==> config.mk <==
export PLATFORM = sky130hd
export DESIGN_NAME = trk_strip_pack
export DESIGN_NICKNAME = d
export VERILOG_FILES = /design/src/rtl/trk_pkg.sv /design/src/rtl/trk_phase.sv /design/src/rtl/trk_fifo.sv /design/src/rtl/trk_strip_pack.sv
export SDC_FILE = /design/constraint.sdc
export NUM_CORES = 1
export LEC_CHECK = 0
export CORE_MARGIN = 2
export CORE_UTILIZATION = 37
export DETAILED_ROUTE_END_ITERATION = 7
export GPL_ROUTABILITY_DRIVEN = 0
export PLACE_DENSITY = 0.53
export SYNTH_ARGS = -nofsm -noshare
export SYNTH_HDL_FRONTEND = slang
export SYNTH_HIERARCHICAL = 1
export SYNTH_SLANG_ARGS = --single-unit
==> constraint.sdc <==
create_clock -name clk -period 12.7 [get_ports clk]
set_clock_uncertainty 0.15 [all_clocks]
set_input_delay 2.54 -clock clk [delete_from_list [all_inputs] [get_ports clk]]
set_output_delay 2.54 -clock clk [all_outputs]
set_load 0.02 [all_outputs]
==> src/rtl/trk_pkg.sv <==
package trk_pkg;
    typedef enum logic [1:0] {
        ST_IDLE  = 2'd0,
        ST_RUN   = 2'd1,
        ST_FLUSH = 2'd2
    } trk_state_e;

    localparam int unsigned GROUP_BITS = 9;
endpackage

==> src/rtl/trk_phase.sv <==
module trk_phase #(
    parameter int unsigned GROUP = 9,
    localparam int unsigned PW = $clog2(GROUP),
    localparam int unsigned LAST = GROUP - 1
) (
    input  logic clk,
    input  logic rst_n,
    input  logic clr,
    input  logic step,
    input  logic restart,
    output logic is_par
);
    logic [PW-1:0] cnt_q;
    logic [PW-1:0] cur;

    always_comb begin
        cur    = restart ? '0 : cnt_q;
        is_par = (cur == PW'(LAST));
    end

    always_ff @(posedge clk or negedge rst_n) begin
        if (!rst_n)    cnt_q <= '0;
        else if (clr)  cnt_q <= '0;
        else if (step) cnt_q <= (cur == PW'(LAST)) ? '0 : cur + 1'b1;
    end

    AST_PHASE_RANGE: assert property (@(posedge clk) disable iff (!rst_n)
        cnt_q <= PW'(LAST));
endmodule

==> src/rtl/trk_fifo.sv <==
module trk_fifo #(
    parameter int unsigned W = 32,
    parameter int unsigned DEPTH = 16,
    parameter int unsigned AF_LVL = DEPTH - 2,
    localparam int unsigned AW = $clog2(DEPTH),
    localparam int unsigned CW = $clog2(DEPTH + 1)
) (
    input  logic         clk,
    input  logic         rst_n,
    input  logic         clr,
    input  logic         wr,
    input  logic [W-1:0] wdata,
    input  logic         rd,
    output logic [W-1:0] rdata,
    output logic         nonempty,
    output logic         afull,
    output logic         ovf
);
    logic [W-1:0]  mem [DEPTH];
    logic [AW-1:0] wp_q, rp_q;
    logic [CW-1:0] cnt_q;
    logic          rd_ok, wr_ok;

    always_comb begin
        rd_ok    = rd && (cnt_q != '0);
        wr_ok    = wr && ((cnt_q != CW'(DEPTH)) || rd_ok);
        rdata    = mem[rp_q];
        nonempty = (cnt_q != '0);
        afull    = (cnt_q >= CW'(AF_LVL));
    end

    always_ff @(posedge clk) begin
        if (wr_ok) mem[wp_q] <= wdata;
    end

    always_ff @(posedge clk or negedge rst_n) begin
        if (!rst_n) begin
            wp_q  <= '0;
            rp_q  <= '0;
            cnt_q <= '0;
            ovf   <= 1'b0;
        end else if (clr) begin
            wp_q  <= '0;
            rp_q  <= '0;
            cnt_q <= '0;
        end else begin
            if (wr_ok) wp_q <= wp_q + 1'b1;
            if (rd_ok) rp_q <= rp_q + 1'b1;
            cnt_q <= cnt_q + CW'(wr_ok) - CW'(rd_ok);
            if (wr && !wr_ok) ovf <= 1'b1;
        end
    end

    AST_NO_OVERFLOW: assert property (@(posedge clk) disable iff (!rst_n)
        cnt_q <= CW'(DEPTH));
    AST_OVF_STICKY: assert property (@(posedge clk) disable iff (!rst_n)
        ovf |=> ovf);
    AST_CNT_STEP: assert property (@(posedge clk) disable iff (!rst_n)
        (!clr && !wr && !rd) |=> $stable(cnt_q));
endmodule

==> src/rtl/trk_strip_pack.sv <==
module trk_strip_pack #(
    parameter int unsigned LINES = 32,
    parameter int unsigned FIFO_DEPTH = 16,
    localparam int unsigned TRACKS_MAX = 2 * LINES,
    localparam int unsigned TW = $clog2(TRACKS_MAX + 1),
    localparam int unsigned AFULL_LVL = FIFO_DEPTH - 2
) (
    input  logic                  clk,
    input  logic                  rst_n,
    input  logic                  cfg_wr,
    input  logic [TW-1:0]         cfg_tracks,
    input  logic                  run,
    input  logic                  bit_en,
    input  logic                  frame_start,
    input  logic [TRACKS_MAX-1:0] trk_in,
    input  logic                  word_rdy,
    output logic                  word_vld,
    output logic [LINES-1:0]      word_data,
    output logic                  fifo_afull,
    output logic                  ovf_err,
    output logic                  mode_is64,
    output logic                  cfg_rej
);
    import trk_pkg::*;

    trk_state_e       state_q, state_d;
    logic             mode64_q;
    logic             rej_q;
    logic             pend_q;
    logic [LINES-1:0] pend_w_q;
    logic [LINES-1:0] even_w, odd_w;
    logic             cfg_ok, take, flush, is_par, data_bit, push;
    logic [LINES-1:0] push_w;

    for (genvar k = 0; k < LINES; k++) begin : g_lane
        assign even_w[k] = trk_in[2*k];
        assign odd_w[k]  = trk_in[2*k+1];
    end

    always_comb begin
        cfg_ok = cfg_wr && (state_q == ST_IDLE) &&
                 ((cfg_tracks == TW'(LINES)) || (cfg_tracks == TW'(TRACKS_MAX)));
        take   = (state_q == ST_RUN) && bit_en;
        flush  = (state_q == ST_FLUSH);
    end

    always_comb begin
        state_d = state_q;
        unique case (state_q)
            ST_IDLE:  if (cfg_ok) state_d = ST_FLUSH;
                      else if (run) state_d = ST_RUN;
            ST_RUN:   if (!run) state_d = ST_IDLE;
            ST_FLUSH: state_d = ST_IDLE;
            default:  state_d = ST_IDLE;
        endcase
    end

    always_ff @(posedge clk or negedge rst_n) begin
        if (!rst_n) state_q <= ST_IDLE;
        else        state_q <= state_d;
    end

    trk_phase #(.GROUP(GROUP_BITS)) u_phase (
        .clk(clk), .rst_n(rst_n), .clr(flush), .step(take),
        .restart(frame_start), .is_par(is_par)
    );

    always_comb begin
        data_bit = take && !is_par;
        push     = pend_q || data_bit;
        if (pend_q)        push_w = pend_w_q;
        else if (mode64_q) push_w = even_w;
        else               push_w = trk_in[LINES-1:0];
    end

    always_ff @(posedge clk or negedge rst_n) begin
        if (!rst_n) begin
            mode64_q <= 1'b0;
            rej_q    <= 1'b0;
            pend_q   <= 1'b0;
            pend_w_q <= '0;
        end else begin
            rej_q <= cfg_wr && !cfg_ok;
            if (cfg_ok) mode64_q <= (cfg_tracks == TW'(TRACKS_MAX));
            if (flush) begin
                pend_q <= 1'b0;
            end else if (data_bit && mode64_q) begin
                pend_q   <= 1'b1;
                pend_w_q <= odd_w;
            end else begin
                pend_q <= 1'b0;
            end
        end
    end

    trk_fifo #(.W(LINES), .DEPTH(FIFO_DEPTH), .AF_LVL(AFULL_LVL)) u_fifo (
        .clk(clk), .rst_n(rst_n), .clr(flush), .wr(push), .wdata(push_w),
        .rd(word_rdy), .rdata(word_data), .nonempty(word_vld),
        .afull(fifo_afull), .ovf(ovf_err)
    );

    always_comb begin
        mode_is64 = mode64_q;
        cfg_rej   = rej_q;
    end

    AST_MODE_ONLY_IDLE: assert property (@(posedge clk) disable iff (!rst_n)
        (state_q != ST_IDLE) |=> $stable(mode64_q));
    AST_FLUSH_ONE: assert property (@(posedge clk) disable iff (!rst_n)
        (state_q == ST_FLUSH) |=> (state_q == ST_IDLE));
    AST_FLUSH_EMPTY: assert property (@(posedge clk) disable iff (!rst_n)
        (state_q == ST_FLUSH) |=> !word_vld);
    AST_PARITY_DROP: assert property (@(posedge clk) disable iff (!rst_n)
        (take && is_par && !pend_q) |-> !push);
    AST_IDLE_NO_PUSH: assert property (@(posedge clk) disable iff (!rst_n)
        (state_q != ST_RUN && !pend_q) |-> !push);
endmodule

# == After elaboration in Yosys (flattened, before gate mapping) ==
# Memory sizes are Yosys's and may differ from the RTL's.
# Cells that the tools add are included.
# W data, S select, Z words.
# totals
ff_bits,55
mem_bits_rw,512
in_bits,78
output_inout_bits,37
elab_cells,68
memories,1
# memory_table
name,depth,width,read_ports,rd_ports_with_merged_regs,wr,line_no,source
u_fifo.mem,16,32,1,0,1,trk_fifo.sv:19,logic [W-1:0] mem [DEPTH];
# op_classes
add_sub_neg,5
order_cmp,1
eq_ne,8
muxes,19
n_bitwise,1
n_reduce_logical,23
# ops
cell,count
$mux W32,2
$mux W4,8
$add A4 B1 Y4 const B,3
$logic_and A1 B1 Y1,9
$eq A7 B6 Y1 const B,1
$eq A7 B7 Y1 const B,1
$mux W2,3
$reduce_and A2 Y1,3
$reduce_bool A2 Y1,3
$add A5 B1 Y5,1
$ge A5 B4 Y1 const B,1
$mux W5,1
$ne A5 B5 Y1 const B,1
$reduce_bool A5 Y1,1
$sub A5 B1 Y5,1
$eq A4 B4 Y1 const B,1
$mux W1,4
$pmux W2 S2,1
$logic_not A1 Y1,3
$logic_or A1 B1 Y1,3
$ne A3 B3 Y1 const B,1
$eq A2 B1 Y1 const B,1
$eq A2 B2 Y1 const B,1
$logic_not A2 Y1,1
other kinds (2),2

# == Logic depth before layout (Yosys ltp) ==
# logic_depth
ltp_word,9
depth_mapped,16
depth_no_buf,16

# == Modules after synthesis ==
# The synthesis kept the hierarchy.
# by_module_without_submodules
mod,n_inst,cells_each,area_each_um2,seq_area_each_um2
trk_fifo,1,1031,20562.2,15725.1
trk_strip_pack,1,192,2102.0,925.9
trk_phase,1,31,300.3,100.1

# == Least setup slack after synthesis ==
# OpenSTA, ideal clock, no wires.
# synth_timing
path_type,input -> register
from,in frame_start
to,"mem u_fifo.mem[0][0], enable pin"
setup_time_ns,0.461
arrival_time_ns,5.984
required_time_ns,12.089
path_slack_ns,6.105
path_stages,9
n_path_buf,0
cell_sequence,and2b_1 > inv_1 > ha_1 > nand4bb_1 > inv_2 > o21bai_1 > o21a_1 > nand2_1 > nor3_1
# synth_between
elab_chain_cells,8
# synth_lines
item,line_no,source
from (decl),trk_strip_pack.sv:14,"input logic frame_start,"
$mux W4,trk_phase.sv:17,cur = restart ? '0 : cnt_q;
$eq A4 B4 Y1,trk_phase.sv:18,is_par = (cur == PW'(LAST));
via is_par,trk_strip_pack.sv:32,"logic cfg_ok, take, flush, is_par, data_bit, push;"
$logic_not A1 Y1,trk_strip_pack.sv:69,data_bit = take && !is_par;
$logic_and A1 B1 Y1,trk_strip_pack.sv:69,
$logic_or A1 B1 Y1,trk_strip_pack.sv:70,push = pend_q || data_bit;
via push,trk_strip_pack.sv:32,
$logic_and A1 B1 Y1,trk_fifo.sv:26,wr_ok = wr && ((cnt_q != CW'(DEPTH)) || rd_ok);
$mux W1,trk_fifo.sv:33,if (wr_ok) mem[wp_q] <= wdata;
$mux W1 (not written as such),trk_fifo.sv:33,
to (decl),trk_fifo.sv:19,
# The timed path passes the listed nets, and every way through them passes these cells.

# == Worst setup path after layout ==
# layout_timing
from,reg u_fifo.rp_q[0]
to,out word_data[23]
# layout_between
elab_chain_cells,1
# layout_lines
item,line_no,source
from (decl),trk_fifo.sv:20,"logic [AW-1:0] wp_q, rp_q;"
from (signal assigned),trk_fifo.sv:48,if (rd_ok) rp_q <= rp_q + 1'b1;
$mem_v2 Z16 W32,-,
to (decl),trk_strip_pack.sv:18,"output logic [LINES-1:0] word_data,"
# No other way between the ends.

==> summary.txt <==
status -> finished, final reports clean
flops & latches, synth -> 567
First-pass DRT Iterations -> 5
Post-synth top flop -> edfxtp_1
startpoint types -> flip-flop
hold slack -> 0.329 ns
H-tree depth -> 2
number of global-route vias before repair -> 12,600
final-report hold violation count -> 0
clock-pin slew of the registers on the worst-case setup and hold paths -> 0.06 ns
DRC -> 0
top-area cell type share of the netlist area -> 66.9%
Yosys Warn Count -> 6
post-route insts no fill -> 2,256
area grow syn2layout -> 17.8%
global-route wire length before repair -> 85,500 um
Clock Power Share -> 29.6%
Post-CTS Resized -> 0
Sinks on Clock Net -> 567
# nets final -> 1,510
hold crit path type -> reg2reg
Core Util, Final -> 44.0%
slew margin rel. -> 24.8%
fmax -> 0.144 GHz
Fin Setup TNS -> 0 ns
post-DP HPWL -> 34,300 um
Num CTS Buffers -> 59
number of max-cap violations -> 0
library cells used by synthesis -> 58
cell area after synthesis -> 23,000 um2
LEAKAGE -> 9.26 nW
syn_nets -> 1,349
most frequent cells in the layout -> edfxtp_1 (512), mux2i_1 (160), clkdlybuf4s50_1 (113)
Worst-Skew Late Latency -> 0.62 ns
num ports -> 115
Yosys top cell by area -> edfxtp_1
CTS tree -> yes
postcts setup bufs -> 0
Logic pwr share -> 30.6%
antenna violations before repair -> 1
Cells after DPL -> 2,144
internal power -> 3.84 mW
# rows -> 91
Area contributors post-synth -> edfxtp_1 (67%), mux2i_1 (7.0%), dfrtp_1 (6.0%)
switching power -> 1.84 mW
Final min period -> 6.95 ns
Core ar. -> 61,500 um2
routed len/inst -> 26.0 um
Critical Path Fanout Max -> 60
Sequential Power Share -> 39.8%
crit end category -> output pin
clock buffer depth -> 3
die width -> 253 um
Die Ht -> 253 um
drt total wl -> 58,700 um
gr usage total -> 18.5%
Initial Util -> 37.4%
cts hold-fix bufs -> 0
share of layout cells above drive strength 1 -> 18.5%
Via density -> 5.39
Mapped Cells -> 1,254
final cycle utilization of the critical path -> 54.7%
Post-synth EDFFs -> 512
CTS root buffer -> clkbuf_16
RSZ-0062 raised after global routing -> no
max-slew violation count -> 0
largest net degree at the start of global routing -> 61
pre-CTS setup slack -> 6.33 ns
critical path data required time -> 10.01 ns
die footprint -> 64,100 um2
crit path DAT -> 4.26 ns
Crit Path Class -> reg2out
final setup fails -> 0
DR vias -> 12,200
syn avg cell area -> 18.3 um2
register area share after synthesis -> 72.9%
most common cell after layout, fill and taps aside -> edfxtp_1
worst vdd ir -> 0.000130 V
global route overflow -> 0
Setup WS post-layout -> 5.75 ns
post-route ant nets -> 0
initial drt markers -> 958
Slew @ Worst Pin -> 1.12 ns
pwr dens -> 210 nW/um2
Post-synth ARST share -> 9.70%
Switching Fraction -> 32.4%
# port buffers -> 114
## cell families after synthesis
| kind of cell | synth area share, % |
|---|---|
| mux | 15.0 |
| flops | 72.9 |
| compound gates | 5.50 |
| buf+inv | 2.39 |
| xor+xnor | 0.381 |
| simple gates | 2.83 |
| fa+ha+maj | 0.959 |
## worst paths after layout
check,from,cells after the start,slack (ns),endpoint
min reg2reg,state_q[1]$_DFFE_PN0P_,1,0.33,state_q[0]$_DFFE_PN0P_
min in group asynchronous,rst_n,1,1.88,u_fifo/ovf$_DFFE_PN0P_
min,state_q[1]$_DFFE_PN0P_,1,0.33,state_q[0]$_DFFE_PN0P_
max in group asynchronous,rst_n,1,9.86,u_fifo/rp_q[0]$_DFFE_PN0P_
max,u_fifo/rp_q[0]$_DFFE_PN0P_,6,5.75,word_data[23]
max reg2reg,u_phase/cnt_q[1]$_DFFE_PN0P_,10,9.26,u_fifo/mem[8][7]$_DFFE_PP_
## synth_stat cells (all sizes together), types with 2 or more instances
cell type / n
a21oi: 6
mux4: 64
dfrtp: 55
nor3b: 3
nor2b: 4
and2b: 2
o21bai: 2
o21ai: 64
ha: 16
nor3: 6
or4b: 2
buf: 44
o211ai: 2
xnor2: 6
a221oi: 64
edfxtp: 512
nand3: 3
nand2b: 6
nor2: 25
inv: 18
mux2: 34
o31ai: 2
nand2: 75
mux2i: 160
a22oi: 32
clkbuf: 28
xor2: 4
## per-layer routing
metal	share of wire (%)	wire length [um]	vias up	global-route usage, %
met3	5.7	3330	76	3.27
met2	47	27400	369	29.3
met1	46	26800	6335	26.2
met4	2.0	1200	0	5.09
li1	-	-	5376	-
met5	0	0	-	0
## through the flow
stage | power [mW] | instance area (um2)
6_report | 5.68 | 27100
5_1_grt | 5.93 | 27100
4_1_cts | 5.75 | 27100
3_5_place_dp | 4.06 | 25200
3_3_place_gp | 4.05 | 25200
2_1_floorplan | 3.43 | 23000
## cell type report
type / count / area [um2]
Antenna cell: 1 / 2.50
Timing Repair Buffer: 172 / 1570
Clock buffer: 74 / 1550
Fill cell: 5418 / 34400
Tap cell: 790 / 988
Clock inverter: 37 / 325
Inverter: 18 / 67.6
Sequential cell: 567 / 16800
Multi-Input combinational cell: 597 / 5780
## registers in the layout, summed over array words and instances, names as in the netlist
signal / flops
u_fifo/cnt_q: 5
pend_w_q: 32
u_phase/cnt_q: 4
cfg_rej: 1
u_fifo/ovf: 1
u_fifo/mem: 512
u_fifo/wp_q: 4
mode_is64: 1
state_q: 2
u_fifo/rp_q: 4
pend_q: 1
## power groups by stage
stage | sequential (mW) | combinational [mW] | clock, mW
after floorplan | 2.22 | 1.21 | 0
after global placement | 2.30 | 1.75 | 0
after detailed placement | 2.30 | 1.76 | 0
after CTS | 2.27 | 1.76 | 1.72
after global routing | 2.28 | 1.87 | 1.79
final | 2.26 | 1.74 | 1.68
## worst max-delay path, stage by stage, from the launching register on
cell	delay (ns)
dfrtp_4	0.96
buf_4	0.97
mux2i_1	0.18
a221oi_1	0.40
o21ai_0	0.14
nand2_1	0.23
clkdlybuf4s50_1	0.67
Note: power is estimated with default switching activity, not from simulation.
